==> src/rtl/syncmon_pkg.sv <==
// Shared constants and helpers for the frame sync monitor.
// Assumes: the overhead status byte is 8 bits wide, with the two flag
// positions fixed because the far end decodes them.
package syncmon_pkg;
    localparam int STATUS_W   = 8;
    localparam int REMOTE_POS = 7;
    localparam int LOCAL_POS  = 6;
    localparam int LED_COUNT  = 2;
    localparam int LED_LOCAL  = 0;
    localparam int LED_REMOTE = 1;

    // Population count of a miss history vector (up to 32 bits).
    function automatic int unsigned count_set(input logic [31:0] v, input int unsigned n);
        int unsigned c;
        c = 0;
        for (int unsigned i = 0; i < 32; i++) begin
            if (i < n && v[i]) c = c + 1;
        end
        return c;
    endfunction
endpackage

==> src/rtl/syncmon_tracker.sv <==
// Frame lock tracker. It counts consecutive good frames to gain lock and
// keeps a sliding miss window to lose it.
// Assumes: frame_stb is a single-cycle pulse; pattern_ok is only valid
// alongside it. LOSS_WINDOW is between 2 and 32.
module syncmon_tracker #(
    parameter int GAIN_FRAMES = 3,
    parameter int LOSS_WINDOW = 4,
    parameter int LOSS_LIMIT  = 2
) (
    input  logic clk,
    input  logic rst_n,
    input  logic frame_stb,
    input  logic pattern_ok,
    output logic in_sync
);
    import syncmon_pkg::*;

    localparam int GOOD_W = $clog2(GAIN_FRAMES + 1);

    logic [GOOD_W-1:0]      good_cnt;
    logic [LOSS_WINDOW-1:0] miss_hist;
    logic [LOSS_WINDOW-1:0] hist_next;
    logic                   lose_now;
    logic                   gain_now;

    // Next miss window and the loss / gain decisions for this strobe.
    always_comb begin
        hist_next = {miss_hist[LOSS_WINDOW-2:0], ~pattern_ok};
        lose_now  = count_set(32'(hist_next), LOSS_WINDOW) >= LOSS_LIMIT;
        gain_now  = pattern_ok && (good_cnt == GOOD_W'(GAIN_FRAMES - 1));
    end

    // Lock state, good-frame counter and miss history, updated per frame.
    always_ff @(posedge clk) begin
        if (!rst_n) begin
            in_sync   <= 1'b0;
            good_cnt  <= '0;
            miss_hist <= '0;
        end else if (frame_stb) begin
            if (!in_sync) begin
                miss_hist <= '0;
                if (!pattern_ok) begin
                    good_cnt <= '0;
                end else if (gain_now) begin
                    in_sync  <= 1'b1;
                    good_cnt <= '0;
                end else begin
                    good_cnt <= good_cnt + 1'b1;
                end
            end else begin
                good_cnt <= '0;
                if (lose_now) begin
                    in_sync   <= 1'b0;
                    miss_hist <= '0;
                end else begin
                    miss_hist <= hist_next;
                end
            end
        end
    end

    // no frame strobe, no change of the lock decision.
    p_quiet_r4: assert property (@(posedge clk) disable iff (!rst_n)
        !frame_stb |=> $stable(in_sync));
    // lock is only gained on a strobe carrying a good frame.
    p_gain_good_r2: assert property (@(posedge clk) disable iff (!rst_n)
        $rose(in_sync) |-> $past(frame_stb && pattern_ok));
    // lock is only lost on a strobe carrying a missed frame.
    p_loss_miss_r3: assert property (@(posedge clk) disable iff (!rst_n)
        $fell(in_sync) |-> $past(frame_stb && !pattern_ok));
    // a good-frame run never outgrows the gain threshold.
    p_good_bound_r5: assert property (@(posedge clk) disable iff (!rst_n)
        good_cnt < GOOD_W'(GAIN_FRAMES));
endmodule

==> src/rtl/syncmon_blink_timer.sv <==
// Flash time base. A prescaler counts slow ticks and toggles a phase bit
// each time the count wraps.
// Assumes: time_tick is a single-cycle pulse from a slow reference.
module syncmon_blink_timer #(
    parameter int BLINK_TC = 124
) (
    input  logic clk,
    input  logic rst_n,
    input  logic time_tick,
    output logic phase
);
    localparam int CNT_W = (BLINK_TC < 1) ? 1 : $clog2(BLINK_TC + 1);

    logic [CNT_W-1:0] tick_cnt;

    // Prescaler count and phase toggle on terminal count.
    always_ff @(posedge clk) begin
        if (!rst_n) begin
            tick_cnt <= '0;
            phase    <= 1'b0;
        end else if (time_tick) begin
            if (tick_cnt == CNT_W'(BLINK_TC)) begin
                tick_cnt <= '0;
                phase    <= ~phase;
            end else begin
                tick_cnt <= tick_cnt + 1'b1;
            end
        end
    end

    // the count stays within its terminal value.
    p_cnt_range_r6: assert property (@(posedge clk) disable iff (!rst_n)
        tick_cnt <= CNT_W'(BLINK_TC));
    // without a tick the phase holds.
    p_phase_hold_r6: assert property (@(posedge clk) disable iff (!rst_n)
        !time_tick |=> $stable(phase));
endmodule

==> src/rtl/syncmon_led_drive.sv <==
// Active-low indicator driver. It gates the flash phase with an enable.
// Assumes: the output feeds an open-drain style pin; 1 means dark.
module syncmon_led_drive (
    input  logic enable,
    input  logic phase,
    output logic led_n
);
    // Lit (0) only when enabled and in the on half of the flash period.
    always_comb led_n = ~(enable & phase);
endmodule

==> src/rtl/frame_sync_monitor.sv <==
// Frame sync monitor top. It tracks local frame lock, latches the far
// end's reported lock per frame, drives two flashing indicators and
// forms the outgoing overhead status bits.
// Assumes: frame_stb, pattern_ok and far_sync_bit come from the receive
// deframer in the same clock domain.
module frame_sync_monitor #(
    parameter int GAIN_FRAMES = 3,
    parameter int LOSS_WINDOW = 4,
    parameter int LOSS_LIMIT  = 2,
    parameter int BLINK_TC    = 124
) (
    input  logic       clk,
    input  logic       rst_n,
    input  logic       frame_stb,
    input  logic       pattern_ok,
    input  logic       far_sync_bit,
    input  logic       time_tick,
    output logic       local_sync,
    output logic       led_local_n,
    output logic       led_remote_n,
    output logic [7:0] ovh_status
);
    import syncmon_pkg::*;

    logic                 far_q;
    logic                 far_ok;
    logic                 phase;
    logic [LED_COUNT-1:0] led_en;
    logic [LED_COUNT-1:0] led_n;

    syncmon_tracker #(
        .GAIN_FRAMES (GAIN_FRAMES),
        .LOSS_WINDOW (LOSS_WINDOW),
        .LOSS_LIMIT  (LOSS_LIMIT)
    ) u_tracker (
        .clk        (clk),
        .rst_n      (rst_n),
        .frame_stb  (frame_stb),
        .pattern_ok (pattern_ok),
        .in_sync    (local_sync)
    );

    syncmon_blink_timer #(
        .BLINK_TC (BLINK_TC)
    ) u_blink (
        .clk       (clk),
        .rst_n     (rst_n),
        .time_tick (time_tick),
        .phase     (phase)
    );

    // Far-end lock report, sampled once per received frame.
    always_ff @(posedge clk) begin
        if (!rst_n) far_q <= 1'b0;
        else if (frame_stb) far_q <= far_sync_bit;
    end

    // Far-end report is trusted only while the local receiver is locked.
    always_comb far_ok = far_q & local_sync;

    // Indicator enables: local flashes when unlocked, remote when the far end is lost.
    always_comb begin
        led_en             = '0;
        led_en[LED_LOCAL]  = ~local_sync;
        led_en[LED_REMOTE] = local_sync & ~far_q;
    end

    for (genvar g = 0; g < LED_COUNT; g++) begin : g_led
        syncmon_led_drive u_drv (
            .enable (led_en[g]),
            .phase  (phase),
            .led_n  (led_n[g])
        );
    end

    assign led_local_n  = led_n[LED_LOCAL];
    assign led_remote_n = led_n[LED_REMOTE];

    // Outgoing overhead status byte; unused positions stay zero.
    always_comb begin
        ovh_status             = '0;
        ovh_status[REMOTE_POS] = far_ok;
        ovh_status[LOCAL_POS]  = local_sync;
    end

    // local indicator is dark while locked.
    p_local_dark_r7: assert property (@(posedge clk) disable iff (!rst_n)
        local_sync |-> led_local_n);
    // remote indicator is dark while unlocked.
    p_remote_dark_r8: assert property (@(posedge clk) disable iff (!rst_n)
        !local_sync |-> led_remote_n);
    // both indicators are never lit together.
    p_one_lit_r8: assert property (@(posedge clk) disable iff (!rst_n)
        led_local_n || led_remote_n);
    // far-end report holds between frame strobes.
    p_far_hold_r9: assert property (@(posedge clk) disable iff (!rst_n)
        !frame_stb |=> $stable(far_q));
endmodule

==> config.mk <==
export PLATFORM = sky130hd
export DESIGN_NAME = frame_sync_monitor
export DESIGN_NICKNAME = d
export VERILOG_FILES = /design/src/rtl/syncmon_pkg.sv /design/src/rtl/syncmon_tracker.sv /design/src/rtl/syncmon_blink_timer.sv /design/src/rtl/syncmon_led_drive.sv /design/src/rtl/frame_sync_monitor.sv
export SDC_FILE = /design/constraint.sdc
export NUM_CORES = 1
export LEC_CHECK = 0
export CORE_MARGIN = 2
export CORE_UTILIZATION = 31
export CTS_CLUSTER_DIAMETER = 50
export CTS_CLUSTER_SIZE = 10
export DETAILED_ROUTE_END_ITERATION = 8
export REMOVE_ABC_BUFFERS = 1
export SYNTH_ARGS = -nofsm -noshare
export SYNTH_HDL_FRONTEND = slang
export SYNTH_SLANG_ARGS = --single-unit
==> constraint.sdc <==
create_clock -name clk -period 2 [get_ports clk]
set_input_delay 0.4 -clock clk [delete_from_list [all_inputs] [get_ports clk]]
set_output_delay 0.4 -clock clk [all_outputs]
set_load 0.05 [all_outputs]
==> out/qor.txt <==
Comb power frac = 0.172
Cell count after synthesis = 98
Slowest cell on the critical path = ha_1
Met2 capacity usage during global routing = 0.179
Met1 GRT Util = 0.110
Top cells by area, synth = dfxtp_1 (34%), ha_1 (8.6%), buf_4 (6.8%)
Mapped cell area = 877 µm²
Num rows = 19
WHS = 0.501 ns
RSZ-0062 raised after global routing = no
Final antenna-violating net count = 0
Power Density = 580 nW/µm²
Fillers = 285
Layout cells sized above 1 = 0.153
Reg2Reg Depth = 8
Resized Gates After CTS = 1
Fmax = 0.536 GHz
Period minus WS final = 1.87 ns
Initial antenna violation count = 0
Overflow after GRT = 0
MaxCap Viol Count = 0
Post-synth EDFFs = 0
Tcrit/Tclk final = 0.933
Hold Crit Start = u_blink.tick_cnt[6]
Yosys warnings = 0
Hold Path Class = register to register
Area Growth Syn to Fin = 15.1%
Crit path arrival time = 2.07 ns
Leak = 0.405 nW
Post-synth top area share = 0.342
Clock-pin slew on the worst setup and hold paths = 0.09 ns
Setup crit end kind = register
N_diodes = 0
Die Span Y = 57.2 µm
Overall die area = 3270 µm²
Hold Buf Count CTS = 0
GR Layer Usage met3 = 0.0136
Vias in the first global route = 654
Core footprint = 2710 µm²
Post-DP HPWL = 1110 µm
WL/cell = 9.90 µm
Placed inst area = 985 µm²
IR drop worst, VDD = 0.000332 V
Vias post-DR = 658
CTS tree = yes
Distinct cell type count after synthesis = 30
Crit path top cell by count = ha_1
Final design utilization = 0.373
Top-Level Pins = 17
Worst EP required = 2.21 ns
Vias per cell = 4.63
Pint = 0.000420 W
Initial DRC count = 16
Ys flop type = dfxtp_1
CP Max Fanout = 4
Root Driver = clkbuf_4
Num CTS Buffers = 3
Routed wire length = 1410 µm
Clock Tree Buf Depth = 2
Clock skew = 0.00173 ns
Clk sinks = 15
Yosys top cell by area = dfxtp_1
Register area share after synthesis = 0.342
Largest net degree at the start of global routing = 15
Critical path type = input port to register
Status = completed
R2r startpoint = u_tracker.miss_hist[0]
Post-synth ARST share = 0
Most frequent cells in the layout = dfxtp_1 (15), buf_4 (9), nor2_1 (8)
Clk Latency, worst-skew pair = 0.27 ns
Placer Congestion = 0.778
Final hold violation count = 0
Slew Limit Fails = 0
Initial Util = 0.324
Hold endpoint = u_blink.tick_cnt[6]
Gr busiest metal = met2
Net Sw Frac = 0.282
Worst path max stage delay = 0.28 ns
Clock Power Share = 0.287
CP Cell Sequence = dlygate4sd2_1, inv_2, ha_1, nor2b_1, or2_1, ha_1, nand2b_1, o31ai_2, nand3_2, a31oi_2
Port buffer count = 10
Sw Pwr = 0.000165 W
Final Setup Violations = 0
WHS Path Cells = 2
Setup bufs post-CTS = 0
First-pass GRT wire length = 2570 µm
Flop pwr share = 0.541
Die X = 57.2 µm
Most common library cell in the layout ignoring fill and taps = dfxtp_1
Post-synthesis register bit count = 15
Drt first pass iters = 4
Layout net count = 124
Final instance area = 1010 µm²
All-layer global routing usage = 0.0992
R2R setup slack = 0.18 ns
Syn avg cell area = 8.95 µm²
DRC = 0
Critical R2R Capture = u_tracker.in_sync
Worst Setup Start Kind = input port
H-tree depth = 1
==> power groups by stage <==
stage               clock (W)  sequential [W]  combinational [W]
floorplan                   0        0.000331          0.0000621
global placement            0        0.000323           0.000100
detailed placement          0        0.000324           0.000102
CTS                  0.000179        0.000317           0.000102
global route         0.000185        0.000318           0.000112
finish               0.000168        0.000317           0.000101
==> worst max path at each step <==
stage,startpoint,to,slack (ns),depth (start not counted)
floorplan,u_tracker.in_sync,led_remote_n,-0.02,1
global placement,pattern_ok,u_tracker.miss_hist[0],-0.35,10
detailed placement,pattern_ok,u_tracker.in_sync,-0.40,10
finish,pattern_ok,u_tracker.in_sync,0.13,10
global route,pattern_ok,u_tracker.in_sync,0.01,10
CTS,pattern_ok,u_tracker.in_sync,0.12,10
==> metrics by stage <==
stage	setup slack, ns	total power, W	TNS (ns)	instances
floorplan	-0.0168	0.000393	-0.0168	93
global placement	-0.353	0.000424	-1.31	138
detailed placement	-0.397	0.000426	-1.54	138
CTS	0.125	0.000598	0	142
global route	0.0106	0.000616	0	142
finish	0.134	0.000586	0	142
==> cell usage after synthesis, types with 2 or more instances <==
master	n
a21boi_1	2
and2_1	3
buf_4	8
clkbuf_1	2
dfxtp_1	15
ha_1	6
inv_1	3
mux2i_1	2
nand2_1	5
nand2b_1	3
nand3_1	5
nand3b_1	5
nand4_1	2
nand4b_1	2
nor2_1	8
nor2b_1	4
o21ai_1	4
xnor2_1	4
xor2_1	4
==> sequential cells by signal (all words and copies together) (netlist names) <==
name	flops
u_blink.tick_cnt	7
u_tracker.miss_hist	3
u_tracker.good_cnt	2
far_q	1
u_blink.phase	1
u_tracker.in_sync	1
==> layout make-up <==
type                    instances  area [µm²]  share of cell area
inverters                       4        15.0              0.0149
flip-flops and latches         15         300               0.297
multi-input cells              74         513               0.508
well taps                      31        38.8              0.0384
clock buffers                   4        26.3              0.0260
repair buffers                 14         116               0.115
==> per-layer routing <==
metal | part of all wire | vias up
li1 | - | 342
met1 | 0.45 | 302
met2 | 0.50 | 12
met3 | 0.034 | 2
met4 | 0.016 | 0
met5 | 0 | -
==> worst max-delay path: cells and delay by family <==
family | cells | cell delay [ns]
compound gates | 2 | 0.29
fa+ha+maj | 2 | 0.45
buf+inv | 2 | 0.28
simple gates | 4 | 0.65
==> kinds of logic after synthesis <==
group,Yosys count,synth area share
mux,2,0.0228
other cells,1,0.00428
buf+inv,14,0.0942
fa+ha+maj,6,0.0856
simple gates,42,0.288
flops,15,0.342
compound gates,10,0.0827
xor+xnor,8,0.0799
No activity file was read; power rests on OpenSTA's default activity.
